`src/rtl/bgo_pkg.sv`:
```
package bgo_pkg;
  localparam int NUM_PATHS = 3;
  localparam int NUM_CODES = 4;

  typedef struct packed {
    logic       valid;
    logic       sol;
    logic       sof;
    logic [1:0] code;
  } bgo_strobe_t;

  typedef struct packed {
    logic [NUM_PATHS-1:0] ofsEn;
    logic [NUM_PATHS-1:0] gainEn;
  } bgo_enable_t;
endpackage

```
`src/rtl/bgo_ctrl.sv`:
```
module bgo_ctrl
  import bgo_pkg::*;
#(
  parameter int PIX_W    = 12,
  parameter int GAIN_W   = 12,
  parameter int FRAC_W   = 9,
  parameter int OFS_W    = 10,
  parameter int CFG_W    = 16,
  parameter int ADDR_W   = 3,
  parameter logic [15:0] DEF_PAT = 16'h1E1E
) (
  input  logic                             clk,
  input  logic                             rstN,
  input  logic                             cfgWrEn,
  input  logic [ADDR_W-1:0]                cfgAddr,
  input  logic [CFG_W-1:0]                 cfgWrData,
  input  logic                             pixValid,
  input  logic                             pixSol,
  input  logic                             pixSof,
  input  logic                             pixField,
  input  logic [PIX_W-1:0]                 pixData,
  output bgo_strobe_t                      stb,
  output logic [PIX_W-1:0]                 s1Pix,
  output logic [NUM_CODES-1:0][GAIN_W-1:0] gainTab,
  output logic [OFS_W-1:0]                 ofsVal,
  output bgo_enable_t                      en
);
  localparam logic [GAIN_W-1:0] UNITY = GAIN_W'(1) << FRAC_W;

  logic [15:0] patReg;
  logic        pixOddReg, lineOddReg;
  logic        pixOddNow, lineOddNow;
  logic [2:0]  slot;
  logic [1:0]  codeNow;

  // parity of the pixel being presented now
  always_comb begin
    pixOddNow  = (pixSol || pixSof) ? 1'b1 : pixOddReg;
    lineOddNow = pixSof ? 1'b1 : (pixSol ? ~lineOddReg : lineOddReg);
    slot       = {pixField, ~lineOddNow, ~pixOddNow};
    codeNow    = patReg[{slot, 1'b0} +: 2];
  end

  always_ff @(posedge clk) begin
    if (!rstN) begin
      pixOddReg  <= 1'b1;
      lineOddReg <= 1'b1;
    end else if (pixValid) begin
      pixOddReg  <= ~pixOddNow;
      lineOddReg <= lineOddNow;
    end
  end

  // configuration registers
  always_ff @(posedge clk) begin
    if (!rstN) begin
      patReg  <= DEF_PAT;
      gainTab <= {NUM_CODES{UNITY}};
      ofsVal  <= '0;
      en      <= '0;
    end else if (cfgWrEn) begin
      case (cfgAddr)
        3'd0:                patReg <= cfgWrData[15:0];
        3'd1, 3'd2, 3'd3, 3'd4:
          gainTab[2'(cfgAddr - 3'd1)] <= cfgWrData[GAIN_W-1:0];
        3'd5:                ofsVal <= cfgWrData[OFS_W-1:0];
        3'd6:                en     <= bgo_enable_t'(cfgWrData[2*NUM_PATHS-1:0]);
        default: ;
      endcase
    end
  end

  // stage 1: capture pixel and its color code
  always_ff @(posedge clk) begin
    if (!rstN) begin
      stb   <= '0;
      s1Pix <= '0;
    end else begin
      stb.valid <= pixValid;
      stb.sol   <= pixValid & pixSol;
      stb.sof   <= pixValid & pixSof;
      stb.code  <= codeNow;
      s1Pix     <= pixData;
    end
  end

  // first pixel of a field-0 frame takes the lowest code of the pattern
  p_first_code_r5: assert property (@(posedge clk) disable iff (!rstN)
    (pixValid && pixSof && !pixField && !cfgWrEn) |=> (stb.code == $past(patReg[1:0])));
endmodule

```
`src/rtl/bgo_datapath.sv`:
```
module bgo_datapath
  import bgo_pkg::*;
#(
  parameter int PIX_W  = 12,
  parameter int GAIN_W = 12,
  parameter int FRAC_W = 9,
  parameter int OFS_W  = 10
) (
  input  logic                                clk,
  input  logic                                rstN,
  input  bgo_strobe_t                         stb,
  input  logic [PIX_W-1:0]                    s1Pix,
  input  logic [NUM_CODES-1:0][GAIN_W-1:0]    gainTab,
  input  logic [OFS_W-1:0]                    ofsVal,
  input  bgo_enable_t                         en,
  output logic                                outValid,
  output logic                                outSol,
  output logic                                outSof,
  output logic [NUM_PATHS-1:0][PIX_W-1:0]     pathPix
);
  localparam int PROD_W = PIX_W + GAIN_W;
  localparam int SCL_W  = PROD_W - FRAC_W;
  localparam int SUM_W  = SCL_W + 1;
  localparam logic [SUM_W-1:0] PIX_MAX = SUM_W'((1 << PIX_W) - 1);

  logic [PROD_W-1:0] product;
  logic [SCL_W-1:0]  scaled;

  // one multiplier shared by all paths
  always_comb begin
    product = PROD_W'(s1Pix) * PROD_W'(gainTab[stb.code]);
    scaled  = product[PROD_W-1:FRAC_W];
  end

  for (genvar p = 0; p < NUM_PATHS; p++) begin : g_path
    logic [SCL_W-1:0] gainSel;
    logic [SUM_W-1:0] sum;
    logic [PIX_W-1:0] clamped;

    always_comb begin
      gainSel = en.gainEn[p] ? scaled : SCL_W'(s1Pix);
      sum     = SUM_W'(gainSel) + (en.ofsEn[p] ? SUM_W'(ofsVal) : '0);
      clamped = (sum > PIX_MAX) ? PIX_MAX[PIX_W-1:0] : sum[PIX_W-1:0];
    end

    always_ff @(posedge clk) begin
      if (!rstN) pathPix[p] <= '0;
      else       pathPix[p] <= clamped;
    end
  end

  always_ff @(posedge clk) begin
    if (!rstN) begin
      outValid <= 1'b0;
      outSol   <= 1'b0;
      outSof   <= 1'b0;
    end else begin
      outValid <= stb.valid;
      outSol   <= stb.sol;
      outSof   <= stb.sof;
    end
  end

  // memory path with both stages off reproduces the captured pixel
  p_bypass_r9: assert property (@(posedge clk) disable iff (!rstN)
    (stb.valid && !en.gainEn[0] && !en.ofsEn[0]) |=> (pathPix[0] == $past(s1Pix)));

  // offset alone never lowers the pipeline pixel
  p_offset_r7: assert property (@(posedge clk) disable iff (!rstN)
    (stb.valid && !en.gainEn[1] && en.ofsEn[1]) |=> (pathPix[1] >= $past(s1Pix)));
endmodule

```
`src/rtl/bayer_gain_offset.sv`:
```
module bayer_gain_offset
  import bgo_pkg::*;
#(
  parameter int PIX_W  = 12,
  parameter int GAIN_W = 12,
  parameter int FRAC_W = 9,
  parameter int OFS_W  = 10,
  parameter int CFG_W  = 16,
  parameter int ADDR_W = 3
) (
  input  logic              clk,
  input  logic              rstN,
  input  logic              cfgWrEn,
  input  logic [ADDR_W-1:0] cfgAddr,
  input  logic [CFG_W-1:0]  cfgWrData,
  input  logic              pixValid,
  input  logic              pixSol,
  input  logic              pixSof,
  input  logic              pixField,
  input  logic [PIX_W-1:0]  pixData,
  output logic              outValid,
  output logic              outSol,
  output logic              outSof,
  output logic [PIX_W-1:0]  memPix,
  output logic [PIX_W-1:0]  pipePix,
  output logic [PIX_W-1:0]  statPix
);
  bgo_strobe_t                         stb;
  bgo_enable_t                         en;
  logic [PIX_W-1:0]                    s1Pix;
  logic [NUM_CODES-1:0][GAIN_W-1:0]    gainTab;
  logic [OFS_W-1:0]                    ofsVal;
  logic [NUM_PATHS-1:0][PIX_W-1:0]     pathPix;

  bgo_ctrl #(
    .PIX_W(PIX_W), .GAIN_W(GAIN_W), .FRAC_W(FRAC_W), .OFS_W(OFS_W),
    .CFG_W(CFG_W), .ADDR_W(ADDR_W)
  ) u_ctrl (
    .clk(clk), .rstN(rstN), .cfgWrEn(cfgWrEn), .cfgAddr(cfgAddr),
    .cfgWrData(cfgWrData), .pixValid(pixValid), .pixSol(pixSol),
    .pixSof(pixSof), .pixField(pixField), .pixData(pixData),
    .stb(stb), .s1Pix(s1Pix), .gainTab(gainTab), .ofsVal(ofsVal), .en(en)
  );

  bgo_datapath #(
    .PIX_W(PIX_W), .GAIN_W(GAIN_W), .FRAC_W(FRAC_W), .OFS_W(OFS_W)
  ) u_dp (
    .clk(clk), .rstN(rstN), .stb(stb), .s1Pix(s1Pix), .gainTab(gainTab),
    .ofsVal(ofsVal), .en(en), .outValid(outValid), .outSol(outSol),
    .outSof(outSof), .pathPix(pathPix)
  );

  assign memPix  = pathPix[0];
  assign pipePix = pathPix[1];
  assign statPix = pathPix[2];

  // valid reaches the output two cycles after the input
  p_latency_r2: assert property (@(posedge clk) disable iff (!rstN)
    outValid == $past(pixValid, 2));
endmodule

```
`config.mk`:
```
export PLATFORM = sky130hd
export DESIGN_NAME = bayer_gain_offset
export DESIGN_NICKNAME = d
export VERILOG_FILES = /design/src/rtl/bgo_pkg.sv /design/src/rtl/bgo_ctrl.sv /design/src/rtl/bgo_datapath.sv /design/src/rtl/bayer_gain_offset.sv
export SDC_FILE = /design/constraint.sdc
export NUM_CORES = 1
export LEC_CHECK = 0
export ABC_AREA = 1
export BUFFER_PORTS_ARGS = -buffer_cell sky130_fd_sc_hd__buf_2
export CAP_MARGIN = 20
export CORE_ASPECT_RATIO = 1.2
export CORE_UTILIZATION = 35
export CTS_CLUSTER_DIAMETER = 120
export DETAILED_ROUTE_END_ITERATION = 10
export PLACE_DENSITY = 0.61
export SYNTH_ARGS = -nofsm -noshare
export SYNTH_HDL_FRONTEND = slang
export SYNTH_SLANG_ARGS = --single-unit
```
`constraint.sdc`:
```
create_clock -name clk -period 10 [get_ports clk]
set_clock_uncertainty 0.05 [all_clocks]
set_input_delay 1 -clock clk [delete_from_list [all_inputs] [get_ports clk]]
set_output_delay 1 -clock clk [all_outputs]
set_load 0.02 [all_outputs]
```
== After elaboration in Yosys (flattened, before gate mapping) ==
Cells that the tools add are included.
Widths: inputs -> output; s select.
Storage, ports and cells
  input port bits: 38
  register bits: 138
  logic and storage cells: 69
Cells by class
  bitwise operators: 5
  equal/unequal tests: 6
  reduce and logical (&&, ||, !) cells: 8
  $add $sub $neg: 4
  $lt $le $gt $ge: 6
  multipliers: 1
  shift-type cells: 1
  mux-type cells: 17
Operator list (number)
  $mux 12: 5
  $add 15x16->16: 3
  $bwmux 48: 1
  $gt 16x12->1 const B: 3
  $mux 15: 3
  $mux 10: 3
  $bmux 12 s2: 1
  $demux 12 s2: 1
  $mul 12x12->24: 1
  $shiftx 16x5->2: 1
  $eq 3x3->1 const B: 3
  $reduce_and 2->1: 4
  $eq 3x2->1 const B: 2
  $lt 2x3->1 const B: 2
  $reduce_or 4->1: 1
  $eq 3x1->1 const B: 1
  $logic_not 3->1: 1
  $mux 1: 3
  $not 1->1: 3
  $and 1x1->1: 2
  $ge 2x1->1 const B: 1
  $sub 2x1->2 const B: 1
  $logic_and 1x1->1: 1
  $logic_or 1x1->1: 1

== Longest topological paths before layout ==
  word-level depth: 7
  gate-level depth with buffers: 46
  depth with buffers taken out: 43

== By module ==
From an unflattened synthesis, not the netlist that was laid out.
Second synthesis, totals
  cell total of the unflattened synthesis: 1722
  area, all modules: 12319.3 µm²
Modules (own cells, without submodules)
  bgo_datapath: area an instance 8777.2 µm², sequential area each 780.7 µm², cells each 1255, times used 1
  bgo_ctrl: area an instance 3542.1 µm², sequential area each 1981.9 µm², cells each 467, times used 1

== Worst setup path after synthesis ==
No wires, ideal clock.
  kind: reg2reg
  from: register u_ctrl.stb[0] (netlist name)
  to: register u_dp.pathPix[26] (netlist bit)
  period minus slack after synthesis: 7202 ps
  path slack: 2798 ps
  library setup time: 135 ps
  arrival time: 7017 ps
  data required time: 9815 ps
  cell stages (with the launch flop): 39
  cells stage by stage: dfxtp_1 > buf_6 > inv_6 > clkbuf_1 > nand2_1 > nand3_1 > nand2_1 > inv_1 > nand2_1 > fa_1 > fa_1 > fa_1 > inv_1 > fa_1 > inv_1 > fa_1 > inv_1 > ha_1 > [3 not listed] > a21oi_1 > xor2_1 > o21ai_0 > ha_1 > nand2_1 > nor3_1 > nand2_1 > o211ai_1 > a21oi_1 > o21ai_0 > nand2_1 > nand2_1 > nand4_1 > a21oi_1 > nand3_4 > buf_12 > nor2_4 > nor2_2
On the way
  cells in the longest elaborated chain, start to end: 7
Ends and longest elaborated chain
  $bmux 12 s2 (*): line bgo_datapath.sv:31  | product = PROD_W'(s1Pix) * PROD_W'(gainTab[stb.code]);
  $mux 12 (not written as such) (*): line bgo_datapath.sv:31
  $mul 12x12->24 (*): line bgo_datapath.sv:31
  $mux 15 (*): line bgo_datapath.sv:41  | gainSel = en.gainEn[p] ? scaled : SCL_W'(s1Pix);
  $add 15x16->16 (*): line bgo_datapath.sv:42  | sum = SUM_W'(gainSel) + (en.ofsEn[p] ? SUM_W'(ofsVal) : '0);
  $gt 16x12->1: line bgo_datapath.sv:43  | clamped = (sum > PIX_MAX) ? PIX_MAX[PIX_W-1:0] : sum[PIX_W-1:0];
  $mux 12 (*): line bgo_datapath.sv:43
  end signal, assigned by index: line bgo_datapath.sv:48  | else pathPix[p] <= clamped;
  end, declared: line bgo_datapath.sv:19  | output logic [NUM_PATHS-1:0][PIX_W-1:0] pathPix
Mark *: on every way between the ends. The rest lies on a longest branch, timed or not. The select of a mux whose other input is x is not followed.
A chain may end at the register's enable or synchronous reset.

== Worst setup path in the final report ==
  from: register u_ctrl.stb[0] (netlist name)
  to: register u_dp.pathPix[35] (netlist bit)
On the way
  cells in the longest elaborated chain, start to end: 7
Ends and longest elaborated chain (line)
  $bmux 12 s2 (*): bgo_datapath.sv:31
  $mux 12 (not written as such) (*): bgo_datapath.sv:31
  $mul 12x12->24 (*): bgo_datapath.sv:31
  $mux 15 (*): bgo_datapath.sv:41
  $add 15x16->16 (*): bgo_datapath.sv:42
  $gt 16x12->1: bgo_datapath.sv:43
  $mux 12 (*): bgo_datapath.sv:43
Marked as above.

==> results.toml <==
[sta]
fmax_ghz = 0.114
finalCritPeriodShare_pct = 88.1
fin_setup_tns_ns = 0
slew_headroom_pct = 32.4
grt_setup_unrepaired = "no"
setup_viol = 0
drv_slew = 0
setup_ws_ns = 1.19
finalCriticalPeriod_ns = 8.81
tightestPinTransition_ns = 1.01
hold_violations = 0

[global_routing]
grt_pass1_wl_um = 54700
grt_overflow = 0
grt_max_degree = 100
grt_usage_pct = 20.5
grt_pass1_vias = 10600
use_met3_pct = 3.84
busiest_layer = "met2"
use_met2_pct = 35.5
grt_antenna_before_repair = 0
use_met1_pct = 24.3

[finish]
syn_to_final_growth_pct = 10.9
instances_no_fill = 2163
drive_gt1_share_pct = 11.8
post-route-util_pct = 39.3
antenna_cells = 0
nets = 1922

[clock_tree]
holdBufCountCts = 0
htree_num_levels = 4
cts_tree = "built"
clock-root-buffer = "clkbuf_16"
clk_latency_ns = 0.43
cts_made_buffers = 17
cts_setup_buffers = 0
cts_resized = 0
clockBufferDepth = 2
clk_pin_slew_worst_paths_ns = 0.06
clock_sinks = 138

[logic_synthesis]
ys_seq_area_share_pct = 23.0
synth-edff-count = 0
yosys-top-cells-area = "dfxtp_1 (23%), fa_1 (17%), nand2_1 (10%)"
synth_common_cells = "nand2_1 (322), inv_1 (274), nor2_1 (246)"
synth_cell_type_count = 39
synthArstFlopShare_pct = 0
synth-main-ff-cell = "dfxtp_1"
ys.warnings.count = 0
synth-seq-cells = 138
synth_top_area_cell = "dfxtp_1"
synth.cell_area_mm2 = 0.0120
syn-num-nets = 1882
synth_cells = 1654
avgSynthCellArea_um2 = 7.27
synth.top_cell.area_share_pct = 23.0
synth_most_common_cell = "nand2_1"

[critical_path]
worstPathArrival_ns = 9.05
startpoint_type = "register"
critPathKind = "register to register"
cpPeakStageDelay_ns = 0.85
critPathMaxFanout = 25
cpMostUsedCell = "nand2_1"
crit_slowest_cell = "dfxtp_1"
r2r_slack_ns = 1.19
required_ns = 10.24
rr_worst_depth = 35
crit_path_end_kind = "register"

[hold_path]
hp-class = "register to register"
whs_path_depth = 2

[pwr]
p_clk_share_pct = 33.0
p_leak_nw = 6.86
finalPower_mw = 2.02
powerDensity_mw_per_mm2 = 151
swShare_pct = 39.4
combPwrFrac_pct = 36.9
pwr-share-seq_pct = 30.2
peakVddDrop_mv = 0.107
p_int_mw = 1.22
power.switching_uw = 796

[placement]
routabilityCongestion = 0.945
port_buffers = 76
placed_cells = 2131
post-place-ws_ns = 1.26
dp_hpwl_um = 26800

[status]
status = "finished, final reports clean"

[routing]
totalWireLength_um = 34100
avgViaCountPerCell = 4.92
wl_per_cell_um = 15.8
drt_iter0_drc = 768
ant_nets = 0
vias = 10600
drcViolationCount = 0
dr.pass1.iters = 5

[die]
die_area_mm2 = 0.0351
die_x_um = 171
pin_count = 77
std_cell_rows = 74
start_util_pct = 35.4
die_h_um = 205
coreArea_mm2 = 0.0340

[run]
cap_violations = 0
[metrics by stage]
step | area, µm² | hold WS, ns
6_report | 13300 | 0.365
2_1_floorplan | 12000 | 0.340
5_1_grt | 13300 | 0.393
3_3_place_gp | 12700 | 0.355
4_1_cts | 13300 | 0.371
3_5_place_dp | 12700 | 0.355
[registers in the layout, indices dropped and copies added, names as in the netlist, 5 cells and up]
register and cells:
u_ctrl.ofsVal 10, u_ctrl.s1Pix 12, u_dp.pathPix 36, u_ctrl.en 6
u_ctrl.patReg 16, u_ctrl.gainTab 48, u_ctrl.stb 5
[path summary, 6_finish.rpt]
path                 start                to
min reg2reg  u_ctrl.stb[4]     u_dp.outValid
max          u_ctrl.stb[0]  u_dp.pathPix[35]
min          u_ctrl.stb[4]     u_dp.outValid
max reg2reg  u_ctrl.stb[0]  u_dp.pathPix[35]
[layer usage]
metal	part of all wire [%]	vias to the layer above
li1	-	5181
met1	42	5052
met2	48	335
met3	5.9	78
met4	4.0	0
met5	0	-
[cell usage in the layout (no fill, tap or decap), types with 17 or more instances in the layout]
cell type	count
nand2_2	22
a21oi_1	59
o21ai_0	120
xor2_1	25
nor2_2	24
dfxtp_1	138
nand3_1	55
ha_1	88
clkbuf_16	17
nand2_1	322
nor2_1	246
fa_1	102
inv_1	273
nor2_4	21
xnor2_1	19
buf_2	76
[worst max-delay path: cells and delay by family, from the launching register on]
| family | cells | cell delay (ns) |
|---|---|---|
| buf+inv | 5 | 0.62 |
| simple gates | 13 | 1.70 |
| fa+ha+maj | 7 | 3.27 |
| flops | 1 | 0.85 |
| xor+xnor | 1 | 0.32 |
| compound gates | 9 | 1.82 |
[cell type report]
class,instances,area [µm²]
clock inverter,14,186
sequential,138,2760
tap,456,571
multi-input combinational,1178,7940
timing repair buffer,77,388
fill,3583,20600
clock buffer,18,429
inverter,282,1060
[kinds of logic (layout without fill, tap and decap cells)]
| kind of cell | Yosys count | count (layout) | share of synthesized area (%) |
|---|---|---|---|
| xor gates and xnor gates | 44 | 44 | 3.20 |
| and+or+nand+nor | 730 | 730 | 26.9 |
| buffers and inverters | 338 | 391 | 11.0 |
| adders and majority gates | 190 | 190 | 26.1 |
| AOI/OAI and AO/OA | 214 | 214 | 9.75 |
| DFF | 138 | 138 | 23.0 |
[power by group through the flow]
stage                     Sequential [mW]  Clock [mW]  Combinational [mW]
after floorplan                     0.616           0               0.527
after global placement              0.621           0               0.736
after detailed placement            0.620           0               0.742
after CTS                           0.608       0.679               0.748
after global routing                0.612       0.700               0.847
final                               0.609       0.666               0.745
Power figures use the tool's default switching activity.
